==> src/rtl/ctb_pkg.sv <==
package ctb_pkg;

  typedef enum logic [1:0] {
    SZ_BYTE  = 2'd0,
    SZ_HALF  = 2'd1,
    SZ_WORD  = 2'd2,
    SZ_DWORD = 2'd3
  } acc_size_e;

  localparam int WIN_LSB    = 5;   // 32-byte windows
  localparam int OFF_LSB    = 2;   // word offset inside a window
  localparam int OFF_W      = 3;   // 8 words per window
  localparam int OWN_TMR    = 0;   // own-core timer window
  localparam int OWN_WDG    = 1;   // own-core watchdog window
  localparam int FIXED_BASE = 2;   // first fixed window

  // Flat block index: timer of core n is 2n, watchdog is 2n+1.
  function automatic int blk_of(input int core, input logic is_wdg);
    return 2 * core + int'(is_wdg);
  endfunction

endpackage

==> src/rtl/ctb_win_decode.sv <==
module ctb_win_decode
  import ctb_pkg::*;
#(
  parameter int NCORES = 4,
  parameter int ADDR_W = 9,
  parameter int CID_W  = 2,
  parameter int BIDX_W = 3
) (
  input  logic              req_valid,
  input  logic [ADDR_W-1:0] req_addr,
  input  logic [1:0]        req_size,
  input  logic [CID_W-1:0]  req_core,
  output logic              acc_hit,
  output logic              acc_err,
  output logic [BIDX_W-1:0] blk_idx,
  output logic [OFF_W-1:0]  reg_off
);

  localparam int WIN_W = ADDR_W - WIN_LSB;
  localparam int NWIN  = FIXED_BASE + 2 * NCORES;

  logic [WIN_W-1:0] win;
  logic             aligned;
  logic             is_word;
  logic             bad_tgt;
  int               tgt;

  always_comb begin
    win     = req_addr[ADDR_W-1:WIN_LSB];
    aligned = (req_addr[OFF_LSB-1:0] == '0);
    is_word = (req_size == SZ_WORD);
    reg_off = req_addr[WIN_LSB-1:OFF_LSB];
    if (int'(win) == OWN_TMR || int'(win) == OWN_WDG) begin
      bad_tgt = (int'(req_core) >= NCORES);
      tgt     = blk_of(int'(req_core), win[0]);
    end else begin
      bad_tgt = (int'(win) >= NWIN);
      tgt     = int'(win) - FIXED_BASE;
    end
    acc_err = req_valid && (!aligned || !is_word || bad_tgt);
    acc_hit = req_valid && !acc_err;
    blk_idx = bad_tgt ? '0 : BIDX_W'(tgt);
  end

endmodule

==> src/rtl/ctb_route.sv <==
module ctb_route #(
  parameter int NBLK   = 8,
  parameter int DATA_W = 32,
  parameter int BIDX_W = 3,
  parameter int OFF_W  = 3
) (
  input  logic                   acc_hit,
  input  logic                   req_write,
  input  logic [BIDX_W-1:0]      blk_idx,
  input  logic [OFF_W-1:0]       reg_off,
  input  logic [DATA_W-1:0]      req_wdata,
  input  logic [NBLK*DATA_W-1:0] blk_rdata,
  output logic [NBLK-1:0]        blk_sel,
  output logic                   blk_we,
  output logic [OFF_W-1:0]       blk_off,
  output logic [DATA_W-1:0]      blk_wdata,
  output logic [DATA_W-1:0]      sel_rdata
);

  for (genvar b = 0; b < NBLK; b++) begin : g_sel
    assign blk_sel[b] = acc_hit && (blk_idx == BIDX_W'(b));
  end

  assign blk_we    = acc_hit && req_write;
  assign blk_off   = reg_off;
  assign blk_wdata = req_wdata;

  // AND-OR read mux; no select means zero.
  always_comb begin
    sel_rdata = '0;
    for (int b = 0; b < NBLK; b++) begin
      if (blk_sel[b]) sel_rdata = sel_rdata | blk_rdata[b*DATA_W +: DATA_W];
    end
  end

endmodule

==> src/rtl/ctb_irq_order.sv <==
module ctb_irq_order #(
  parameter int NCORES = 4
) (
  input  logic [NCORES-1:0]   tmr_irq,
  input  logic [NCORES-1:0]   wdg_irq,
  output logic [2*NCORES-1:0] irq_out
);

  for (genvar n = 0; n < NCORES; n++) begin : g_core
    assign irq_out[2*n]   = tmr_irq[n];
    assign irq_out[2*n+1] = wdg_irq[n];
  end

endmodule

==> src/rtl/cpu_tmr_bank_dec.sv <==
module cpu_tmr_bank_dec
  import ctb_pkg::*;
#(
  parameter int NCORES = 4,
  parameter int DATA_W = 32,
  parameter int ADDR_W = 9,
  parameter int CID_W  = 2
) (
  input  logic                       clk,
  input  logic                       rst_n,
  input  logic                       req_valid,
  input  logic                       req_write,
  input  logic [ADDR_W-1:0]          req_addr,
  input  logic [1:0]                 req_size,
  input  logic [CID_W-1:0]           req_core,
  input  logic [DATA_W-1:0]          req_wdata,
  output logic                       rsp_valid,
  output logic                       rsp_err,
  output logic [DATA_W-1:0]          rsp_rdata,
  output logic [2*NCORES-1:0]        blk_sel,
  output logic                       blk_we,
  output logic [2:0]                 blk_off,
  output logic [DATA_W-1:0]          blk_wdata,
  input  logic [2*NCORES*DATA_W-1:0] blk_rdata,
  output logic                       blk_clear,
  input  logic [NCORES-1:0]          tmr_irq,
  input  logic [NCORES-1:0]          wdg_irq,
  output logic [2*NCORES-1:0]        irq_out
);

  localparam int NBLK   = 2 * NCORES;
  localparam int BIDX_W = (NBLK > 1) ? $clog2(NBLK) : 1;

  logic              acc_hit;
  logic              acc_err;
  logic [BIDX_W-1:0] blk_idx;
  logic [OFF_W-1:0]  reg_off;
  logic [DATA_W-1:0] sel_rdata;

  ctb_win_decode #(
    .NCORES(NCORES), .ADDR_W(ADDR_W), .CID_W(CID_W), .BIDX_W(BIDX_W)
  ) u_dec (
    .req_valid(req_valid), .req_addr(req_addr), .req_size(req_size),
    .req_core(req_core), .acc_hit(acc_hit), .acc_err(acc_err),
    .blk_idx(blk_idx), .reg_off(reg_off)
  );

  ctb_route #(
    .NBLK(NBLK), .DATA_W(DATA_W), .BIDX_W(BIDX_W), .OFF_W(OFF_W)
  ) u_route (
    .acc_hit(acc_hit), .req_write(req_write), .blk_idx(blk_idx),
    .reg_off(reg_off), .req_wdata(req_wdata), .blk_rdata(blk_rdata),
    .blk_sel(blk_sel), .blk_we(blk_we), .blk_off(blk_off),
    .blk_wdata(blk_wdata), .sel_rdata(sel_rdata)
  );

  ctb_irq_order #(.NCORES(NCORES)) u_irq (
    .tmr_irq(tmr_irq), .wdg_irq(wdg_irq), .irq_out(irq_out)
  );

  // Response and clear registers
  logic              rsp_valid_d, rsp_valid_q;
  logic              rsp_err_d,   rsp_err_q;
  logic [DATA_W-1:0] rsp_rdata_d, rsp_rdata_q;
  logic              rdata_en;
  logic              clear_d,     clear_q;

  always_comb begin
    rsp_valid_d = req_valid;
    rsp_err_d   = acc_err;
    rdata_en    = req_valid;
    rsp_rdata_d = acc_err ? '0 : sel_rdata;
    clear_d     = 1'b0;
  end

  always_ff @(posedge clk or negedge rst_n) begin
    if (!rst_n) begin
      rsp_valid_q <= 1'b0;
      rsp_err_q   <= 1'b0;
      rsp_rdata_q <= '0;
      clear_q     <= 1'b1;
    end else begin
      rsp_valid_q <= rsp_valid_d;
      rsp_err_q   <= rsp_err_d;
      clear_q     <= clear_d;
      if (rdata_en) rsp_rdata_q <= rsp_rdata_d;
    end
  end

  assign rsp_valid = rsp_valid_q;
  assign rsp_err   = rsp_err_q;
  assign rsp_rdata = rsp_rdata_q;
  assign blk_clear = clear_q;

  AST_SEL_ONEHOT: assert property (@(posedge clk) disable iff (!rst_n)
    $onehot0(blk_sel));
  AST_ERR_NO_SEL: assert property (@(posedge clk) disable iff (!rst_n)
    acc_err |-> (blk_sel == '0 && !blk_we));
  AST_NARROW_ERR: assert property (@(posedge clk) disable iff (!rst_n)
    (req_valid && req_size != SZ_WORD) |=> rsp_err);
  AST_OWN_RANGE: assert property (@(posedge clk) disable iff (!rst_n)
    (req_valid && req_addr[ADDR_W-1:WIN_LSB+1] == '0 &&
     {1'b0, req_core} >= (CID_W+1)'(NCORES)) |=> rsp_err);
  AST_ERR_ZERO: assert property (@(posedge clk) disable iff (!rst_n)
    rsp_err |-> (rsp_rdata == '0));
  AST_RSP_NEXT: assert property (@(posedge clk) disable iff (!rst_n)
    req_valid |=> rsp_valid);
  AST_NO_SPURIOUS_RSP: assert property (@(posedge clk) disable iff (!rst_n)
    !req_valid |=> !rsp_valid);
  AST_CLEAR_GONE: assert property (@(posedge clk) disable iff (!rst_n)
    !blk_clear |=> !blk_clear);

endmodule

==> config.mk <==
export PLATFORM = sky130hd
export DESIGN_NAME = cpu_tmr_bank_dec
export DESIGN_NICKNAME = d
export VERILOG_FILES = /design/src/rtl/ctb_pkg.sv /design/src/rtl/ctb_win_decode.sv /design/src/rtl/ctb_route.sv /design/src/rtl/ctb_irq_order.sv /design/src/rtl/cpu_tmr_bank_dec.sv
export SDC_FILE = /design/constraint.sdc
export NUM_CORES = 1
export LEC_CHECK = 0
export ABC_AREA = 0
export ABC_CLOCK_PERIOD_IN_PS = 3400
export BUFFER_PORTS_ARGS = -buffer_cell sky130_fd_sc_hd__buf_2
export CAP_MARGIN = 20
export CELL_PAD_IN_SITES_DETAIL_PLACEMENT = 1
export CELL_PAD_IN_SITES_GLOBAL_PLACEMENT = 1
export CORE_AREA = 2 2 156 158
export CTS_CLUSTER_SIZE = 12
export DETAILED_ROUTE_END_ITERATION = 7
export DIE_AREA = 0 0 158 160
export PLACE_DENSITY = 0.67
export REMOVE_ABC_BUFFERS = 1
export SYNTH_ARGS = -nofsm -noshare
export SYNTH_HDL_FRONTEND = slang
export SYNTH_HIERARCHICAL = 1
export SYNTH_SLANG_ARGS = --single-unit
==> constraint.sdc <==
create_clock -name clk -period 3.4 [get_ports clk]
set_input_delay 0.68 -clock clk [delete_from_list [all_inputs] [get_ports clk]]
set_output_delay 0.68 -clock clk [all_outputs]
set_load 0.02 [all_outputs]
Word-level counts from Yosys, hierarchy flattened
Cells that the tools add are included.
Word-level totals
  register bits after elaboration: 35
Operators by class
  add/sub/neg operators: 2
  $lt $le $gt $ge: 1
  eq/ne operators: 9
  muxes and demuxes: 12
  bitwise gates (word level): 7
  reduce and logical (&&, ||, !) cells: 20
Operators with widths (count)
  32-bit 2-to-1 mux: 9
  32-bit bitwise OR: 7
  3-bit == test (second input constant): 4
  1-bit logical AND: 11
  3-bit by 2-bit == test with 1-bit output (second input constant): 2
  3-bit 2-to-1 mux: 2
  4-bit by 2-bit == test with 1-bit output (second input constant): 1
  4-bit greater-or-equal comparator (second input constant): 1
  4-bit logical NOT: 1
  3-bit by 1-bit adder with 3-bit output: 1
  3-bit by 1-bit == test with 1-bit output (second input constant): 1
  1-bit logical NOT: 3
  3-bit logical NOT: 1
  1-bit logical OR: 3
  3-bit by 2-bit subtractor with 3-bit output (second input constant): 1
  2-bit == test (second input constant): 1
  2-bit logical NOT: 1
  1-bit 2-to-1 mux: 1

Depth between registers and ports, before layout
Gate-level depths: netlist of run 1.
  depth in word-level cells: 24
  depth in mapped cells: 10
  depth with buffers taken out: 7

Cells and area by module
The synthesis of run 1 kept the hierarchy.
Modules (own cells, without submodules)
  ctb_route: instances 1, cells each 301, area an instance 2349.8 sq um, seq. area each 0.0 sq um
  cpu_tmr_bank_dec: instances 1, cells each 142, area an instance 1487.7 sq um, seq. area each 877.1 sq um
  ctb_win_decode: instances 1, cells each 13, area an instance 92.6 sq um, seq. area each 0.0 sq um
  ctb_irq_order: instances 1, cells each 8, area an instance 60.1 sq um, seq. area each 0.0 sq um

Worst setup path before layout of run 1
Ideal clock, no wire load.
  path type: input port to output port
  start point: input port req_addr[1]
  end point: output port blk_sel[0]
  data arrival time: 2111 ps
  setup slack: 609 ps
  stages on the path: 6
  path buffers: 2
  cell sequence: nor4b_2 -> and3_1 -> or3b_1 -> buf_2 -> buf_2 -> nor2_1
Between the ends
  cells in the longest elaborated chain, start to end: 8
Ends and longest elaborated chain
  start: declaration: line cpu_tmr_bank_dec.sv:13  | input logic [ADDR_W-1:0] req_addr,
  2-bit logical NOT: line ctb_win_decode.sv:30  | aligned = (req_addr[OFF_LSB-1:0] == '0);
  1-bit logical NOT: line ctb_win_decode.sv:40  | acc_err = req_valid && (!aligned || !is_word || bad_tgt);
  1-bit logical OR (2 in series): line ctb_win_decode.sv:40
  1-bit logical AND: line ctb_win_decode.sv:40
  1-bit logical NOT: line ctb_win_decode.sv:41  | acc_hit = req_valid && !acc_err;
  1-bit logical AND: line ctb_win_decode.sv:41
  via acc_hit: line cpu_tmr_bank_dec.sv:34  | logic acc_hit;
  1-bit logical AND: line ctb_route.sv:21  | assign blk_sel[b] = acc_hit && (blk_idx == BIDX_W'(b));
  end: declaration: line cpu_tmr_bank_dec.sv:20  | output logic [2*NCORES-1:0] blk_sel,
The timed path passes the listed nets, and every way through them passes these cells.

Worst setup path after layout of run 1
  start point: input port req_addr[1]
  end point: output port blk_sel[1]
Same word-level chain as after synthesis.

==> flow_summary_export.csv, run 1 <==
group,metric,value,unit
outcome,status,"completed",
finish,nets,1038,
logic_synthesis,post-synth-top-count-cell,"mux2i_1",
power,leakagePower,0.00296,µW
timing,fmaxAchievable,0.349,GHz
logic_synthesis,synth.top_cell.area_share,0.321,
cts,clk_latency,290,ps
logic_synthesis,synth-seq-cells,35,
drt,dr.pass1.iters,4,
cts,cts-root-buf,"clkbuf_16",
timing,rsz0062_at_grt,"false",
floorplanning,die_w,158,µm
drt,route.detailed.drc,0,
place,dpl.hpwl,16.2,mm
power,finalPower,1330,µW
worst_setup_path,cp-start-kind,"primary input",
place,io_buffers,313,
floorplanning,rows,57,
logic_synthesis,ys_async_sr_fraction,1.00,
power,ir_drop,0.000130,V
logic_synthesis,synth_area,3990,µm²
floorplanning,die_y,160,µm
drt,post_drt_wl_per_cell,18.4,µm
global_route,grt_overflow,0,
cts,cts-htree-levels,2,
timing,finalSetupViolCount,0,
worst_setup_path,ff2ff_setup_slack,2750,ps
logic_synthesis,synth_ff_type,"dfrtp_1",
worst_setup_path,worstSetupPathType,"primary input to primary output",
worst_hold_path,hold_path_depth,2,
drt,drt_iter0_markers,133,
logic_synthesis,synthTopCellsByArea,"mux2i_1 (32%), dfrtp_1 (21%), o22ai_1 (10%)",
timing,min_period,2860,ps
global_route,grt_pass1_vias,4718,
worst_setup_path,r2r_cells,2,
drt,ant_nets,0,
logic_synthesis,synth-edff-count,0,
floorplanning,initial_core_util,0.168,
floorplanning,dieArea,25300,µm²
logic_synthesis,yosys-top-cells-count,"mux2i_1 (128), o22ai_1 (65), buf_4 (51), dfrtp_1 (34), nand3b_1 (34)",
timing,tns,0,ps
finish,fill_cells,2991,
run,cap_violations,0,
drt,routed_wl,19.4,mm
logic_synthesis,yosys.area.top_type,"mux2i_1",
timing,max_slew_margin,0.408,
logic_synthesis,yosysWarningCount,6,
place,gp_congestion,0.765,
floorplanning,ios,400,
finish,multiInputGateArea,2440,µm²
drt,avgViaCountPerCell,4.30,
cts,cts_hold_buf,0,
finish,final-seq-area,877,µm²
worst_setup_path,worst-path-max-fanout,5,
timing,finClkSkew,0,ps
cts,tritoncts,"built",
logic_synthesis,synth.distinct_cells,26,
timing,drv_slew,0,
cts,cts-root-to-sink-buffers,2,
worst_setup_path,worstPathRequired,2720,ps
drt,vias,4520,
finish,area_growth,45.4,%
cts,cts.clk_slew.worst_paths,60,ps
cts,ctsResizeCount,0,
cts,cts_sinks,35,
floorplanning,core,23800,µm²
global_route,grt_pass1_wl,27.6,mm
global_route,grtUsageTotal,0.147,
cts,cts_made_buffers,5,
global_route,grt_max_degree,66,
timing,hold_viol,0,
timing,tightest_slew,888,ps
logic_synthesis,syn_inst,464,
power,power-per-cell-area,229,nW/µm²
global_route,antenna_found_initial,1,
timing,finalCritPeriodShare,0.842,
logic_synthesis,syn_avg_cell_area,8.60,µm²
logic_synthesis,yosysSeqAreaShare,0.220,
worst_setup_path,end_kind,"primary output",
worst_hold_path,hp-class,"flop to flop",
worst_setup_path,arrival,2180,ps
cts,postCtsSetupBuffers,0,
finish,drive_above_1_share,0.489,
## metrics by stage
stage / util / area [µm²] / std cells / worst slack, ps / hold slack, ps
finish: 0.244 / 5800 / 1051 / 536 / 505
global route: 0.243 / 5800 / 1050 / 377 / 530
CTS: 0.243 / 5800 / 1050 / 505 / 510
global placement: 0.237 / 5650 / 1042 / 501 / 494
floorplan: - / 3420 / 380 / -3480 / 384
detailed placement: 0.237 / 5650 / 1042 / 510 / 500
## cells in the final DEF, fill, tap and decap left out
| cell | count |
|---|---|
| or3b_2 | 1 |
| clkbuf_1 | 1 |
| a211oi_1 | 1 |
| conb_1 | 1 |
| buf_2 | 313 |
| and3_1 | 1 |
| or2_2 | 4 |
| nand3_2 | 1 |
| o21ai_0 | 1 |
| buf_4 | 21 |
| clkinv_2 | 1 |
| dfrtp_1 | 34 |
| nor4b_2 | 1 |
| dfstp_2 | 1 |
| nor3_1 | 1 |
| o22ai_1 | 65 |
| o21bai_1 | 1 |
| o21ai_1 | 32 |
| diode_2 | 1 |
| and2_1 | 1 |
| or2_1 | 28 |
| nand3b_1 | 34 |
| mux2i_1 | 128 |
| a21boi_4 | 1 |
| nand2_1 | 1 |
| nor2_1 | 8 |
| buf_12 | 4 |
| clkbuf_8 | 1 |
| clkbuf_16 | 5 |
| and2_4 | 1 |
| inv_1 | 33 |
## final timing paths
| path | startpoint | end |
|---|---|---|
| setup reg to reg | rsp_rdata[0] | rsp_rdata[0] |
| hold reg to reg | rsp_rdata[13] | rsp_rdata[13] |
| max in group asynchronous | rst_n | rsp_rdata[2] |
| setup / recovery | req_addr[1] | blk_sel[1] |
| min in group asynchronous | rst_n | rsp_rdata[30] |
| hold / removal | rsp_rdata[13] | rsp_rdata[13] |
## critical path, stage by stage
cell     delay (ps)
buf_2           110
nor4b_2         290
and3_1          280
or3b_2          520
nor2_1          110
buf_2           180
## area by class of cell
class                   count  share of cell area
multi-input cells         312               0.421
repair buffers            338               0.311
flip-flops and latches     35               0.151
well taps                 324              0.0699
clock buffers               7              0.0246
inverters                  33              0.0214
clock inverters             1            0.000863
diodes                      1            0.000431
## flip-flops by register name, summed over array words and instances, names as in the netlist
name,cells
rsp_valid,1
rsp_err,1
rsp_rdata,32
blk_clear,1
## kinds of logic (layout without fill, tap and decap cells)
| family | Yosys count | in the layout | share of synthesized area |
|---|---|---|---|
| simple gates | 82 | 82 | 0.136 |
| compound gates | 101 | 101 | 0.149 |
| buf+inv | 117 | 379 | 0.173 |
| other cells | 1 | 2 | 0.000940 |
| flops | 35 | 35 | 0.220 |
| mux | 128 | 128 | 0.321 |
## report_power, final
part	internal (µW)	leakage (µW)	total [µW]	switching [µW]
Sequential	422	0.000481	423	1.66
Combinational	235	0.00240	422	187
Clock	291	0.0000739	483	192
Total	947	0.00296	1330	381
## routing by layer
metal  track usage  part of all wire
met4        0.0291            0.0098
met3         0.104              0.17
met1         0.160              0.38
met2         0.230              0.43
met5        0.0417            0.0061
(Power assumes the default switching activity.)
==> inputs of run 2 (changes only) <==
--- a/config.mk
+++ b/config.mk
@@ -5,17 +5,17 @@
 export SDC_FILE = /design/constraint.sdc
 export NUM_CORES = 1
 export LEC_CHECK = 0
-export ABC_AREA = 0
-export ABC_CLOCK_PERIOD_IN_PS = 3400
+export ABC_AREA = 1
+export ABC_CLOCK_PERIOD_IN_PS = 2700
 export BUFFER_PORTS_ARGS = -buffer_cell sky130_fd_sc_hd__buf_2
 export CAP_MARGIN = 20
 export CELL_PAD_IN_SITES_DETAIL_PLACEMENT = 1
 export CELL_PAD_IN_SITES_GLOBAL_PLACEMENT = 1
-export CORE_AREA = 2 2 156 158
+export CORE_AREA = 2 2 155 157
 export CTS_CLUSTER_SIZE = 12
 export DETAILED_ROUTE_END_ITERATION = 7
-export DIE_AREA = 0 0 158 160
-export PLACE_DENSITY = 0.67
+export DIE_AREA = 0 0 157 159
+export PLACE_DENSITY = 0.75
 export REMOVE_ABC_BUFFERS = 1
 export SYNTH_ARGS = -nofsm -noshare
 export SYNTH_HDL_FRONTEND = slang
==> constraint.sdc (replaced) <==
create_clock -name clk -period 2.7 [get_ports clk]
set_input_delay 0.54 -clock clk [delete_from_list [all_inputs] [get_ports clk]]
set_output_delay 0.54 -clock clk [all_outputs]
set_load 0.02 [all_outputs]
==> flow_summary_export.csv, run 2 <==
group,metric,value,unit
floorplanning,die_y,159,µm
drt,route.met3.wl,2.74,mm
floorplanning,rows,56,
finish,fill_cells,3115,
drt,maxUsedRoutingLayer,"met5",
cts,cts-root-buf,"clkbuf_16",
timing,tightest_slew,946,ps
place,dpl.hpwl,18.1,mm
finish,area_growth,36.4,%
place,io_buffers,313,
finish,final-seq-area,877,µm²
cts,cts-htree-levels,2,
finish,drive_above_1_share,0.362,
cts,cts_sinks,35,
logic_synthesis,synthTopCellsByArea,"nand3_1 (29%), nand2_1 (21%), dfrtp_1 (19%)",
drt,ant_nets,0,
logic_synthesis,syn_inst,774,
finish,layout.cells.most_common,"buf_2",
power,leakagePower,0.00374,µW
worst_setup_path,worst-path-max-fanout,6,
finish,stdcell_area,6010,µm²
floorplanning,die_w,157,µm
timing,drv_slew,0,
logic_synthesis,synth.top_cell.area_share,0.292,
cts,cts_hold_buf,0,
place,gp_congestion,0.802,
global_route,grtUsageTotal,0.179,
cts,cts_made_buffers,5,
logic_synthesis,synth-edff-count,0,
logic_synthesis,synth.distinct_cells,20,
drt,met2_length,10.3,mm
worst_setup_path,cp-start-kind,"primary input",
worst_setup_path,worstPathRequired,2160,ps
logic_synthesis,synth_area,4400,µm²
worst_setup_path,end_kind,"primary output",
logic_synthesis,ys_async_sr_fraction,1.00,
worst_setup_path,crit_path_top_delay_cell,"nor2_4",
logic_synthesis,synth-seq-cells,35,
logic_synthesis,synth_ff_type,"dfrtp_1",
power,power-per-cell-area,264,nW/µm²
finish,largest_reg_flops,32,
cts,ctsResizeCount,0,
finish,antenna_cells,0,
timing,layout_setup_ws,280,ps
timing,rsz0062_at_grt,"false",
outcome,status,"completed",
logic_synthesis,post-synth-top-count-cell,"nand3_1",
cts,tritoncts,"built",
worst_hold_path,hp-class,"primary input to async pin",
floorplanning,dieArea,25000,µm²
logic_synthesis,syn_avg_cell_area,5.69,µm²
power,ir_drop,0.000182,V
finish,multiInputGateArea,2700,µm²
drt,avgViaCountPerCell,4.54,
finish,mostFrequentLayoutCells,"buf_2 (313), nand3_1 (257), nand2_1 (251)",
timing,min_period,2420,ps
logic_synthesis,yosysWarningCount,6,
drt,drt_iter0_markers,349,
global_route,grt_pass1_wl,34.1,mm
timing,max_slew_margin,0.370,
drt,post_drt_wl_per_cell,17.5,µm
floorplanning,ios,400,
timing,finalCritPeriodShare,0.896,
drt,met1_length,9.65,mm
place,placed_area,5860,µm²
cts,clk_latency,290,ps
timing,finalSetupViolCount,0,
global_route,grt_max_degree,71,
drt,vias,6032,
cts,postCtsSetupBuffers,0,
floorplanning,core,23200,µm²
logic_synthesis,yosys-top-cells-count,"nand3_1 (257), nand2_1 (251), nor2_1 (83), buf_4 (60), dfrtp_1 (34)",
worst_setup_path,ff2ff_setup_slack,2070,ps
worst_setup_path,worstSetupPathType,"primary input to primary output",
timing,fmaxAchievable,0.413,GHz
global_route,grt_overflow,0,
power,finalPower,1580,µW
drt,dr.pass1.iters,4,
timing,hold_viol,0,
place,post-place-ws,258,ps
run,cap_violations,0,
floorplanning,initial_core_util,0.190,
global_route,grt_pass1_vias,6004,
cts,cts-root-to-sink-buffers,2,
finish,nets,1321,
timing,finClkSkew,0,ps
worst_setup_path,arrival,1880,ps
worst_setup_path,max_stage_delay,220,ps
logic_synthesis,yosys.area.top_type,"nand3_1",
drt,routed_wl,23.3,mm
global_route,antenna_found_initial,0,
cts,cts.clk_slew.worst_paths,60,ps
logic_synthesis,yosysSeqAreaShare,0.199,
drt,route.detailed.drc,0,
worst_setup_path,path_cells,"buf_2 > nor2_1 > nand2_1 > nand3b_1 > inv_1 > buf_4 > nor2_4 > inv_1 > nor2_1 > buf_2",
==> run 2: changes by cell type in the layout (fill, tap and decap cells not counted), sizes merged, moves of 31 or more <==
| cell | before | now |
|---|---|---|
| nand2 | 1 | 265 |
| or2 | 32 | 0 |
| mux2i | 128 | 0 |
| nand3b | 34 | 1 |
| o22ai | 65 | 0 |
| nor2 | 8 | 86 |
| nand3 | 1 | 257 |
| o21ai | 33 | 2 |
==> run 2: final timing paths <==
path	startpoint	endpoint	cells after the start
max in group asynchronous	rst_n	rsp_rdata[1]	1
worst max register to register	rsp_rdata[6]	rsp_rdata[6]	2
min in group clk	rsp_rdata[22]	rsp_rdata[22]	2
worst min-delay path	rst_n	rsp_rdata[0]	1
worst max-delay path	req_addr[7]	blk_sel[0]	10
worst min register to register	rsp_rdata[22]	rsp_rdata[22]	2
==> run 2: layer usage <==
layer,up-vias,track usage
li1,2926,-
met1,2778,0.211
met2,287,0.284
met3,39,0.0895
met4,2,0.0463
met5,-,0.0278
==> run 2: logic make-up after synthesis <==
logic type | share of synthesized area
buffers and inverters | 0.194
other | 0.000852
and+or+nand+nor | 0.604
AOI/OAI and AO/OA | 0.00227
DFF | 0.199
==> run 2: where the power goes <==
part / internal (µW) / switching [µW]
clock: 367 / 251
sequential: 531 / 2.44
combinational: 184 / 249
total: 1080 / 503
==> run 2: critical path: cells and delay by family <==
kind	cells	cell delay, ps
AND/OR/NAND/NOR	5	740
buffers and inverters	5	600
==> run 2: cell type report <==
| cell class | instances | area share |
|---|---|---|
| Inverter | 20 | 0.0138 |
| Clock inverter | 1 | 0.000833 |
| Sequential cell | 35 | 0.146 |
| Tap cell | 319 | 0.0665 |
| Multi-Input combinational cell | 612 | 0.450 |
| Timing Repair Buffer | 334 | 0.300 |
| Clock buffer | 7 | 0.0238 |
==> run 2: metrics by stage <==
stage / cells / util / TNS (ps) / hold WS [ps]
2_1_floorplan: 667 / - / -52520 / 244
3_3_place_gp: 1320 / 0.253 / 0 / 459
3_5_place_dp: 1320 / 0.253 / 0 / 463
4_1_cts: 1328 / 0.259 / 0 / 429
5_1_grt: 1328 / 0.259 / 0 / 454
6_report: 1328 / 0.259 / 0 / 397
